### config.mk
export PLATFORM = sky130hd
export DESIGN_NAME = spi_rtc_regslave
export DESIGN_NICKNAME = d
export VERILOG_FILES = /design/src/rtl/spi_rtc_pkg.sv /design/src/rtl/spi_rtc_sync.sv /design/src/rtl/spi_rtc_shifter.sv /design/src/rtl/spi_rtc_cmd_fsm.sv /design/src/rtl/spi_rtc_regfile.sv /design/src/rtl/spi_rtc_regslave.sv
export SDC_FILE = /design/constraint.sdc
export NUM_CORES = 1
export LEC_CHECK = 0
export BUFFER_PORTS_ARGS = -buffer_cell sky130_fd_sc_hd__clkbuf_2
export CORE_ASPECT_RATIO = 0.8
export CORE_MARGIN = 4
export CORE_UTILIZATION = 55
export CTS_CLUSTER_SIZE = 14
export DETAILED_ROUTE_END_ITERATION = 16
export GPL_TIMING_DRIVEN = 0
export PLACE_DENSITY = 0.74
export SLEW_MARGIN = 20
export SYNTH_ARGS = -nofsm -noshare
export SYNTH_HDL_FRONTEND = slang
export SYNTH_SLANG_ARGS = --single-unit
### constraint.sdc
create_clock -name clk -period 3.6 [get_ports clk]
set_input_delay 0.36 -clock clk [delete_from_list [all_inputs] [get_ports clk]]
set_output_delay 0.36 -clock clk [all_outputs]
set_load 0.02 [all_outputs]
### src/rtl/spi_rtc_pkg.sv
// Package: shared constants and types of the serial clock-calendar slave.
// Assumes 8-bit locations and a 4-bit address packed in the command's upper nibble.
package spi_rtc_pkg;

    typedef enum logic [1:0] {
        ST_CMD  = 2'd0,   // waiting for the command byte
        ST_DATA = 2'd1,   // data bytes take effect
        ST_DONE = 2'd2    // single access finished, later bytes ignored
    } xfer_state_e;

    localparam int unsigned CMD_SINGLE_BIT = 3;   // 1 = single, 0 = burst
    localparam int unsigned CMD_READ_BIT   = 2;   // 1 = read,   0 = write

    localparam int unsigned SEC_LOC   = 0;
    localparam int unsigned MODE_LOC  = 14;
    localparam int unsigned STAT_LOC  = 15;

    localparam int unsigned SEC_MSB_BIT  = 7;
    localparam int unsigned H24_BIT      = 5;
    localparam int unsigned OSC_STOP_BIT = 4;
    localparam int unsigned VLOW_BIT     = 6;

endpackage

### src/rtl/spi_rtc_sync.sv
// Module: multi-stage synchronizer for a bundle of asynchronous inputs.
// Assumes each input is held long enough to be seen by the system clock.
module spi_rtc_sync #(
    parameter int unsigned STAGES = 2,
    parameter int unsigned WIDTH  = 3
) (
    input  logic             clk,
    input  logic             rst_n,
    input  logic [WIDTH-1:0] async_i,
    output logic [WIDTH-1:0] level_o
);

    logic [WIDTH-1:0] pipe [STAGES];

    // Purpose: shift the raw inputs through the synchronizer chain.
    always_ff @(posedge clk) begin
        if (!rst_n) begin
            for (int i = 0; i < int'(STAGES); i++) pipe[i] <= '0;
        end else begin
            pipe[0] <= async_i;
            for (int i = 1; i < int'(STAGES); i++) pipe[i] <= pipe[i-1];
        end
    end

    assign level_o = pipe[STAGES-1];

endmodule

### src/rtl/spi_rtc_shifter.sv
// Module: bit-level engine in clock mode 1. Samples host data on the falling edge
// and shifts device data out on the rising edge, MSB first.
// Assumes edge pulses that are already synchronized. A rising edge seen with the
// bit count at 0 opens a new byte and takes a fresh value from rd_data_i.
module spi_rtc_shifter #(
    parameter int unsigned DATA_W = 8
) (
    input  logic              clk,
    input  logic              rst_n,
    input  logic              cs_i,
    input  logic              sclk_rise_i,
    input  logic              sclk_fall_i,
    input  logic              mosi_i,
    input  logic [DATA_W-1:0] rd_data_i,
    output logic              miso_o,
    output logic              byte_done_o,
    output logic [DATA_W-1:0] rx_byte_o
);

    localparam int unsigned CNT_W = (DATA_W > 1) ? $clog2(DATA_W) : 1;
    localparam logic [CNT_W-1:0] LAST_BIT = CNT_W'(DATA_W - 1);

    logic [CNT_W-1:0]  bit_cnt;
    logic [DATA_W-1:0] rx_sh;
    logic [DATA_W-1:0] tx_sh;

    // Purpose: collect host bits on falling edges and flag each whole byte.
    always_ff @(posedge clk) begin
        if (!rst_n || !cs_i) begin
            bit_cnt     <= '0;
            rx_sh       <= '0;
            byte_done_o <= 1'b0;
            if (!rst_n) rx_byte_o <= '0;
        end else begin
            byte_done_o <= 1'b0;
            if (sclk_fall_i) begin
                rx_sh <= {rx_sh[DATA_W-2:0], mosi_i};
                if (bit_cnt == LAST_BIT) begin
                    bit_cnt     <= '0;
                    byte_done_o <= 1'b1;
                    rx_byte_o   <= {rx_sh[DATA_W-2:0], mosi_i};
                end else begin
                    bit_cnt <= bit_cnt + CNT_W'(1);
                end
            end
        end
    end

    // Purpose: drive device bits after rising edges, reloading at byte starts.
    always_ff @(posedge clk) begin
        if (!rst_n || !cs_i) begin
            miso_o <= 1'b0;
            tx_sh  <= '0;
        end else if (sclk_rise_i) begin
            if (bit_cnt == '0) begin
                miso_o <= rd_data_i[DATA_W-1];
                tx_sh  <= {rd_data_i[DATA_W-2:0], 1'b0};
            end else begin
                miso_o <= tx_sh[DATA_W-1];
                tx_sh  <= {tx_sh[DATA_W-2:0], 1'b0};
            end
        end
    end

    // a dropped select clears the bit count and suppresses byte completion
    a_r5_cnt_cleared: assert property (@(posedge clk) disable iff (!rst_n)
        !cs_i |=> (bit_cnt == '0) && !byte_done_o);

    // device line is idle while select is low
    a_r1_miso_idle: assert property (@(posedge clk) disable iff (!rst_n)
        !cs_i |=> !miso_o);

    // device line moves only after a rising serial clock edge
    a_r1_miso_on_rise: assert property (@(posedge clk) disable iff (!rst_n)
        (cs_i && !sclk_rise_i) |=> $stable(miso_o));

endmodule

### src/rtl/spi_rtc_cmd_fsm.sv
// Module: transaction control. Decodes the command byte, steps the address in
// bursts, ends single accesses after one data byte, and raises the core load
// strobe when select falls after a write to a time location.
// Assumes byte_done_i pulses only while select is high.
module spi_rtc_cmd_fsm
    import spi_rtc_pkg::*;
#(
    parameter int unsigned ADDR_W   = 4,
    parameter int unsigned NUM_TIME = 7
) (
    input  logic              clk,
    input  logic              rst_n,
    input  logic              cs_i,
    input  logic              cs_fall_i,
    input  logic              byte_done_i,
    input  logic [ADDR_W-1:0] cmd_addr_i,
    input  logic              cmd_single_i,
    input  logic              cmd_read_i,
    output logic [ADDR_W-1:0] addr_o,
    output logic              wr_en_o,
    output logic              snap_en_o,
    output logic              rd_active_o,
    output logic              core_load_o
);

    localparam logic [ADDR_W-1:0] TIME_LIM = ADDR_W'(NUM_TIME);

    xfer_state_e state;
    logic        is_read;
    logic        is_single;
    logic        dirty;
    logic        cmd_now;
    logic        data_now;

    // Purpose: classify the current byte completion by transaction phase.
    always_comb begin
        cmd_now     = (state == ST_CMD)  && byte_done_i;
        data_now    = (state == ST_DATA) && byte_done_i;
        wr_en_o     = data_now && !is_read;
        snap_en_o   = cmd_now && cmd_read_i;
        rd_active_o = (state == ST_DATA) && is_read;
    end

    // Purpose: advance the transaction phase and the working address.
    always_ff @(posedge clk) begin
        if (!rst_n) begin
            state     <= ST_CMD;
            addr_o    <= '0;
            is_read   <= 1'b0;
            is_single <= 1'b0;
        end else if (!cs_i) begin
            state <= ST_CMD;
        end else if (cmd_now) begin
            addr_o    <= cmd_addr_i;
            is_read   <= cmd_read_i;
            is_single <= cmd_single_i;
            state     <= ST_DATA;
        end else if (data_now) begin
            if (is_single) state <= ST_DONE;
            else           addr_o <= addr_o + ADDR_W'(1);
        end
    end

    // Purpose: remember time writes and issue the load strobe at select release.
    always_ff @(posedge clk) begin
        if (!rst_n) begin
            dirty       <= 1'b0;
            core_load_o <= 1'b0;
        end else begin
            core_load_o <= cs_fall_i && dirty;
            if (cs_fall_i)                          dirty <= 1'b0;
            else if (wr_en_o && addr_o < TIME_LIM)  dirty <= 1'b1;
        end
    end

    // a burst data byte moves the address to the next location
    a_r3_burst_step: assert property (@(posedge clk) disable iff (!rst_n)
        (cs_i && data_now && !is_single) |=> addr_o == $past(addr_o) + ADDR_W'(1));

    // a single access leaves the data phase after its first data byte
    a_r4_single_ends: assert property (@(posedge clk) disable iff (!rst_n)
        (cs_i && data_now && is_single) |=> state != ST_DATA);

    // the load strobe lasts one cycle
    a_r8_load_one_cycle: assert property (@(posedge clk) disable iff (!rst_n)
        core_load_o |=> !core_load_o);

    // the load strobe appears only with select low
    a_r8_load_cs_low: assert property (@(posedge clk) disable iff (!rst_n)
        core_load_o |-> !cs_i);

endmodule

### src/rtl/spi_rtc_regfile.sv
// Module: sixteen-location register file with a time snapshot port, status flag
// set inputs and the seconds MSB forced to zero.
// Assumes snapshot and host write never fall in the same cycle.
module spi_rtc_regfile
    import spi_rtc_pkg::*;
#(
    parameter int unsigned ADDR_W   = 4,
    parameter int unsigned DATA_W   = 8,
    parameter int unsigned NUM_TIME = 7
) (
    input  logic                       clk,
    input  logic                       rst_n,
    input  logic                       wr_en_i,
    input  logic [ADDR_W-1:0]          addr_i,
    input  logic [DATA_W-1:0]          wr_data_i,
    input  logic                       snap_en_i,
    input  logic [NUM_TIME*DATA_W-1:0] snap_data_i,
    input  logic                       osc_stop_i,
    input  logic                       vlow_i,
    output logic [DATA_W-1:0]          rd_data_o,
    output logic [NUM_TIME*DATA_W-1:0] time_o,
    output logic                       mode_24h_o
);

    localparam int unsigned NUM_LOCS = 1 << ADDR_W;
    localparam logic [ADDR_W-1:0] SEC_A  = ADDR_W'(SEC_LOC);
    localparam logic [ADDR_W-1:0] MODE_A = ADDR_W'(MODE_LOC);
    localparam logic [ADDR_W-1:0] STAT_A = ADDR_W'(STAT_LOC);
    localparam logic [DATA_W-1:0] SEC_MASK = ~(DATA_W'(1) << SEC_MSB_BIT);
    localparam logic [DATA_W-1:0] STAT_RST = DATA_W'(1) << OSC_STOP_BIT;

    logic [DATA_W-1:0] locs [NUM_LOCS];
    logic [DATA_W-1:0] wr_val;

    // Purpose: apply the seconds MSB mask to host write data.
    always_comb begin
        wr_val = (addr_i == SEC_A) ? (wr_data_i & SEC_MASK) : wr_data_i;
    end

    // Purpose: update locations from snapshot, host write and status flags.
    always_ff @(posedge clk) begin
        if (!rst_n) begin
            for (int i = 0; i < int'(NUM_LOCS); i++) locs[i] <= '0;
            locs[STAT_A] <= STAT_RST;
        end else begin
            if (snap_en_i) begin
                for (int k = 0; k < int'(NUM_TIME); k++)
                    locs[k] <= (k == int'(SEC_LOC))
                             ? (snap_data_i[k*DATA_W +: DATA_W] & SEC_MASK)
                             : snap_data_i[k*DATA_W +: DATA_W];
            end
            if (wr_en_i) locs[addr_i] <= wr_val;
            if (osc_stop_i) locs[STAT_A][OSC_STOP_BIT] <= 1'b1;
            if (vlow_i)     locs[STAT_A][VLOW_BIT]     <= 1'b1;
        end
    end

    assign rd_data_o  = locs[addr_i];
    assign mode_24h_o = locs[MODE_A][H24_BIT];

    generate
        for (genvar g = 0; g < int'(NUM_TIME); g++) begin : g_time_out
            assign time_o[g*DATA_W +: DATA_W] = locs[g];
        end
    endgenerate

    // seconds MSB never holds a one
    a_r7_sec_msb_clear: assert property (@(posedge clk) disable iff (!rst_n)
        !locs[SEC_A][SEC_MSB_BIT]);

    // oscillator-stop indication sets the status flag
    a_r9_osc_sets: assert property (@(posedge clk) disable iff (!rst_n)
        osc_stop_i |=> locs[STAT_A][OSC_STOP_BIT]);

    // low-voltage indication sets the status flag
    a_r9_vlow_sets: assert property (@(posedge clk) disable iff (!rst_n)
        vlow_i |=> locs[STAT_A][VLOW_BIT]);

    // snapshot captures the core's minutes byte
    a_r6_snap_minutes: assert property (@(posedge clk) disable iff (!rst_n)
        snap_en_i |=> locs[1] == $past(snap_data_i[DATA_W +: DATA_W]));

endmodule

### src/rtl/spi_rtc_regslave.sv
// Module: top of the serial clock-calendar register slave. Synchronizes the
// serial inputs, detects serial clock and select edges, and joins the shifter,
// the transaction control and the register file.
// Assumes each serial clock phase lasts at least four system clocks.
module spi_rtc_regslave
    import spi_rtc_pkg::*;
#(
    parameter int unsigned ADDR_W      = 4,
    parameter int unsigned DATA_W      = 8,
    parameter int unsigned NUM_TIME    = 7,
    parameter int unsigned SYNC_STAGES = 2
) (
    input  logic                       clk,
    input  logic                       rst_n,
    input  logic                       sclk_i,
    input  logic                       cs_i,
    input  logic                       mosi_i,
    output logic                       miso_o,
    input  logic [NUM_TIME*DATA_W-1:0] core_time_i,
    input  logic                       core_osc_stop_i,
    input  logic                       core_vlow_i,
    output logic                       core_load_o,
    output logic [NUM_TIME*DATA_W-1:0] core_time_o,
    output logic                       mode_24h_o
);

    localparam int unsigned IDX_CS   = 0;
    localparam int unsigned IDX_SCLK = 1;
    localparam int unsigned IDX_MOSI = 2;

    logic [2:0]        sync_lvl;
    logic [1:0]        edge_prev;
    logic              cs_s, sclk_rise, sclk_fall, cs_fall;
    logic              byte_done;
    logic [DATA_W-1:0] rx_byte;
    logic [DATA_W-1:0] loc_data;
    logic [DATA_W-1:0] tx_data;
    logic [ADDR_W-1:0] addr;
    logic              wr_en, snap_en, rd_active;

    spi_rtc_sync #(.STAGES(SYNC_STAGES), .WIDTH(3)) u_sync (
        .clk     (clk),
        .rst_n   (rst_n),
        .async_i ({mosi_i, sclk_i, cs_i}),
        .level_o (sync_lvl)
    );

    // Purpose: keep the last synchronized select and serial clock for edge detection.
    always_ff @(posedge clk) begin
        if (!rst_n) edge_prev <= '0;
        else        edge_prev <= {sync_lvl[IDX_SCLK], sync_lvl[IDX_CS]};
    end

    // Purpose: derive select level and edge pulses.
    always_comb begin
        cs_s      = sync_lvl[IDX_CS];
        sclk_rise =  sync_lvl[IDX_SCLK] && !edge_prev[1];
        sclk_fall = !sync_lvl[IDX_SCLK] &&  edge_prev[1];
        cs_fall   = !sync_lvl[IDX_CS]   &&  edge_prev[0];
        tx_data   = rd_active ? loc_data : '0;
    end

    spi_rtc_shifter #(.DATA_W(DATA_W)) u_shift (
        .clk         (clk),
        .rst_n       (rst_n),
        .cs_i        (cs_s),
        .sclk_rise_i (sclk_rise),
        .sclk_fall_i (sclk_fall),
        .mosi_i      (sync_lvl[IDX_MOSI]),
        .rd_data_i   (tx_data),
        .miso_o      (miso_o),
        .byte_done_o (byte_done),
        .rx_byte_o   (rx_byte)
    );

    spi_rtc_cmd_fsm #(.ADDR_W(ADDR_W), .NUM_TIME(NUM_TIME)) u_ctrl (
        .clk          (clk),
        .rst_n        (rst_n),
        .cs_i         (cs_s),
        .cs_fall_i    (cs_fall),
        .byte_done_i  (byte_done),
        .cmd_addr_i   (rx_byte[DATA_W-1 -: ADDR_W]),
        .cmd_single_i (rx_byte[CMD_SINGLE_BIT]),
        .cmd_read_i   (rx_byte[CMD_READ_BIT]),
        .addr_o       (addr),
        .wr_en_o      (wr_en),
        .snap_en_o    (snap_en),
        .rd_active_o  (rd_active),
        .core_load_o  (core_load_o)
    );

    spi_rtc_regfile #(.ADDR_W(ADDR_W), .DATA_W(DATA_W), .NUM_TIME(NUM_TIME)) u_regs (
        .clk         (clk),
        .rst_n       (rst_n),
        .wr_en_i     (wr_en),
        .addr_i      (addr),
        .wr_data_i   (rx_byte),
        .snap_en_i   (snap_en),
        .snap_data_i (core_time_i),
        .osc_stop_i  (core_osc_stop_i),
        .vlow_i      (core_vlow_i),
        .rd_data_o   (loc_data),
        .time_o      (core_time_o),
        .mode_24h_o  (mode_24h_o)
    );

    // a write never coincides with a snapshot
    a_r2_no_snap_on_write: assert property (@(posedge clk) disable iff (!rst_n)
        !(wr_en && snap_en));

endmodule

# --- Yosys cells after proc, flatten, opt, wreduce, memory -nomap -nowiden ---
# Memories as Yosys holds them, arrays and structs flattened. A register that Yosys moved wholly into a read port is not among the register bits.
# Index checks and enable logic that the tools add are counted.
classes:
  n_addsub: 2
  order_cmp: 1
  eq_ne: 6
  mux: 47
  bitwise: 30
  reduce_logical: 33
ops:
  columns: ["op", "n"]
  rows:
  - ["$mux 8", 16]
  - ["$mux 4", 6]
  - ["$mux 1", 21]
  - ["$mux 3", 4]
  - ["$or 1x1->1", 12]
  - ["$logic_and 1x1->1", 10]
  - ["$eq 4x4->1 const B", 2]
  - ["$not 1->1", 8]
  - ["$reduce_and 2->1", 4]
  - ["$reduce_bool 2->1", 4]
  - ["$reduce_or 8->1", 1]
  - ["$and 1x1->1", 7]
  - ["$reduce_and 3->1", 2]
  - ["$logic_not 1->1", 5]
  - ["$add 4x1->4 const B", 1]
  - ["$logic_not 4->1", 1]
  - ["$lt 4x3->1 const B", 1]
  - ["$ne 2x2->1 const B", 2]
  - ["$reduce_or 2->1", 2]
  - ["$add 3x1->3 const B", 1]
  - ["$and 1x1->1 const B", 3]
  - ["$eq 3x3->1 const B", 1]
  - ["$logic_not 3->1", 1]
  - ["$reduce_or 3->1", 1]
  - ["other kinds (3)", 3]
word_totals:
  register_bits: 40
  ramBits: 134
  in_bits: 63
  out_inout_bits: 59
  mem_count: 2
memory_table:
  columns: ["memory", "words", "word_bits", "read_ports", "rd_ports_with_merged_regs", "write_ports", "line_no", "rtl"]
  rows:
  - ["u_regs.locs", 16, 8, 9, 1, 16, "spi_rtc_regfile.sv:32", "logic [DATA_W-1:0] locs [NUM_LOCS];"]
  - ["u_sync.pipe", 2, 3, 2, 0, 2, "spi_rtc_sync.sv:13", "logic [WIDTH-1:0] pipe [STAGES];"]

# --- Longest topological paths before layout ---
depth:
  word_depth: 10
  depth_mapped: 7
  ltp_nobuf: 6

# --- Hierarchy ---
# Synthesis repeated with hierarchy kept, for this count alone.
hier_totals:
  hier_cells: 721
  area_unflattened_um2: 8622.0
by_module_without_submodules:
  columns: ["mod", "instances", "cells_each", "area_per_inst_um2", "seq_area_each_um2"]
  rows:
  - ["spi_rtc_regfile", 1, 527, 6660.1, 3823.7]
  - ["spi_rtc_shifter", 1, 106, 1111.1, 620.6]
  - ["spi_rtc_cmd_fsm", 1, 58, 549.3, 200.2]
  - ["spi_rtc_sync", 1, 15, 180.2, 120.1]
  - ["spi_rtc_regslave", 1, 15, 121.4, 40.0]

# --- Least setup slack after synthesis ---
# OpenSTA, ideal clock, no wires.
synth_timing:
  kind: "input -> register"
  startpoint: "input rst_n"
  endpoint: "memory u_regs.locs[2][0] (enable)"
  setup_time_ps: 290
  arrival_time_ps: 1632
  required_ps: 3310
  path_slack_ps: 1677
  path_stages: 6
  n_path_buf: 3
  cell_sequence: "clkbuf_1 > inv_2 > a21oi_1 > clkbuf_1 > clkbuf_1 > nand2_1"
synth_rtl:
  columns: ["item", "line_no", "rtl"]
  rows:
  - ["start, declared", "spi_rtc_regslave.sv:14", "input logic rst_n,"]
  - ["end, declared", "spi_rtc_regfile.sv:32", null]

==> metrics.cfg <==
[power_and_ir_drop]
power.leakage_nw=3.676
p_total_mw=4.523
max-vdd-ir-drop_mv=0.3625
p_per_area_nw_per_um2=466.2

[clock_tree]
cts_setup_buffers=0
clock_sinks=177
clk_pin_slew_ns=0.07
cts_buffers=17
cts_tree=yes
cts_resized=0
cts_root_buf=clkbuf_16
clockBufferDepth=2
htreeDepth=4
hold_buffers=0
clk_latency_ns=0.44

[finish]
area_growth_pct=17.86
layout-drive-gt1-share_pct=26.04
mostFrequentLayoutCells=edfxtp_1, clkbuf_2, nand2_1
nets=875
n_fill_cell=1052
final_common_cell=edfxtp_1
n_antenna_cell=0

[timing]
slew_headroom_pct=33.74
tightest_slew_ns=0.9864
min_period_over_period_pct=85.84
drv_slew=0
max_freq_ghz=0.3236
period_needed_ns=3.090
rsz0062_at_grt=no
finalSetupViolations=0
fin_tns_setup_ns=0
hold_violations=0
skew_ns=0.008432

[routing]
drtIter0Drc=889
ant_nets=0
m1WireLength_mm=10.03
wl_met3_mm=2.839
top_layer_used=met4
wirelength_mm=25.10
wl_per_cell_um=25.05
viasPerCell=6.299
drc_errors=0
wl_met2_mm=11.55
vias=6312
firstDrtPassIters=5

[die]
die_h_um=117.4
fp.dieW_um=144.8
core_um2=14490
start_util_pct=56.80
fp-row-count=39
die_area_um2=17000
ios=122

[global_route]
grt_max_degree=17
first_global_vias=6274
grt_overflow=0
grt_pass1_wl_mm=37.06
track_usage_pct=29.87
antenna_found_initial=0

[synthesis]
syn_nets=737
ys_seq_area_share_pct=59.34
netlist_top_cells_area=edfxtp_1, dfxtp_1, mux4_2
synthesis.area_um2=8232
synth_cell_types=45
synth_warnings=0
yosys.area.top_type_share_pct=48.88
netlist_instances=667
synth_area_per_cell_um2=12.34
synth_largest_area_cell=edfxtp_1
synth-seq-cells=177

[setup_path]
cp-start-kind=register
cp-end-kind=register
worstPathArrival_ns=3.16
crit_type=reg -> reg
worstPathRequired_ns=3.67
cp_max_fo=10

[place]
portBuffers=119
hpwl_mm=18.39
gp_congestion=0.9722

[run]
cap_violations=0

[outcome]
run_status=finished clean

[hold_path]
min-delay-path-class=in -> reg

flip-flops by register name, indices dropped and copies added, names as in the netlist, named ones only:
register	flops
u_regs.locs	128
u_shift.rx_byte_o	8
u_shift.rx_sh	7
u_shift.tx_sh	7
u_sync.pipe	6
u_ctrl.addr_o	4
u_shift.bit_cnt	3
edge_prev	2
u_ctrl.state	2
u_ctrl.core_load_o	1
u_ctrl.dirty	1
u_ctrl.is_read	1
u_ctrl.is_single	1
u_shift.byte_done_o	1
u_shift.miso_o	1
layer usage:
metal	track usage, %	up-vias
met5	0	-
met4	9.674	0
met3	8.991	54
met2	44.53	419
met1	42.13	3093
li1	-	2746
where the power goes:
part | internal (mW) | switching, mW | total (mW)
clock network | 1.15 | 0.810 | 1.96
registers | 2.27 | 0.0417 | 2.31
logic | 0.0887 | 0.160 | 0.249
area by class of cell:
class                      instances  area (um2)  share of cell area [%]
sequential                       177        4885                   50.35
clock buffer                      25       591.8                   6.100
timing repair buffer             119       595.6                   6.139
clock inverter                     7       47.55                  0.4901
tap                              184       230.2                   2.373
inverter                          10       37.54                  0.3869
buffer                            49       224.0                   2.308
multi-input combinational        431        3090                   31.85
cells in the mapped netlist (all sizes together):
master / n
ha: 7
edfxtp: 134
mux2: 7
a311o: 1
buf: 21
nand3b: 2
nor3: 8
a211o: 2
nor2: 47
a22o: 43
a31oi: 3
a221oi: 6
inv: 9
nand2b: 10
clkbuf: 28
clkinv: 1
or3: 1
mux4: 32
or2: 10
mux2i: 9
nand4b: 1
o22ai: 1
nand2: 81
and3: 16
nand3: 23
and2: 49
conb: 1
a21oi: 23
and4b: 2
and4bb: 1
nor3b: 2
nor2b: 6
a2bb2oi: 1
o211ai: 1
o21ai: 32
a211oi: 3
dfxtp: 43
critical path: stages, from the launching register on:
cell,delay (ns)
edfxtp_1,0.35
clkbuf_1,0.38
a21oi_1,0.44
clkbuf_1,0.49
clkbuf_1,0.57
nand2_1,0.47
worst paths after layout:
path                                 startpoint                      endpoint  slack [ns]  depth (start not counted)
max          u_shift.rx_byte_o[2]$_SDFFCE_PN0P_   u_regs.locs[2][3]$_DFFE_PP_        0.51                          5
min reg2reg        u_sync.pipe[0][2]$_SDFF_PN0_  u_sync.pipe[0][5]$_SDFF_PN0_        0.43                          1
max reg2reg  u_shift.rx_byte_o[2]$_SDFFCE_PN0P_   u_regs.locs[2][3]$_DFFE_PP_        0.51                          5
min                                        cs_i  u_sync.pipe[0][0]$_SDFF_PN0_        0.12                          2
stage by stage:
stage	utilization, %	hold WS [ns]	worst slack [ns]	cells	area, um2
after floorplan	-	0.4119	1.677	667	8232
after global placement	62.50	0.4192	0.5952	970	9057
after detailed placement	62.50	0.4193	0.4934	970	9057
after CTS	66.91	0.1185	0.5264	1002	9697
after global routing	66.94	0.1378	0.4019	1002	9702
final	66.94	0.1246	0.5097	1002	9702
logic make-up after synthesis:
| group | Yosys count | synth area share (%) |
|---|---|---|
| AOI/OAI and AO/OA | 116 | 9.667 |
| and+or+nand+nor | 259 | 15.76 |
| other | 1 | 0.04556 |
| buffers and inverters | 59 | 3.177 |
| DFF | 177 | 59.34 |
| adders and majority gates | 7 | 1.064 |
| muxes | 48 | 10.94 |
Note: power is estimated with default switching activity, not from simulation.
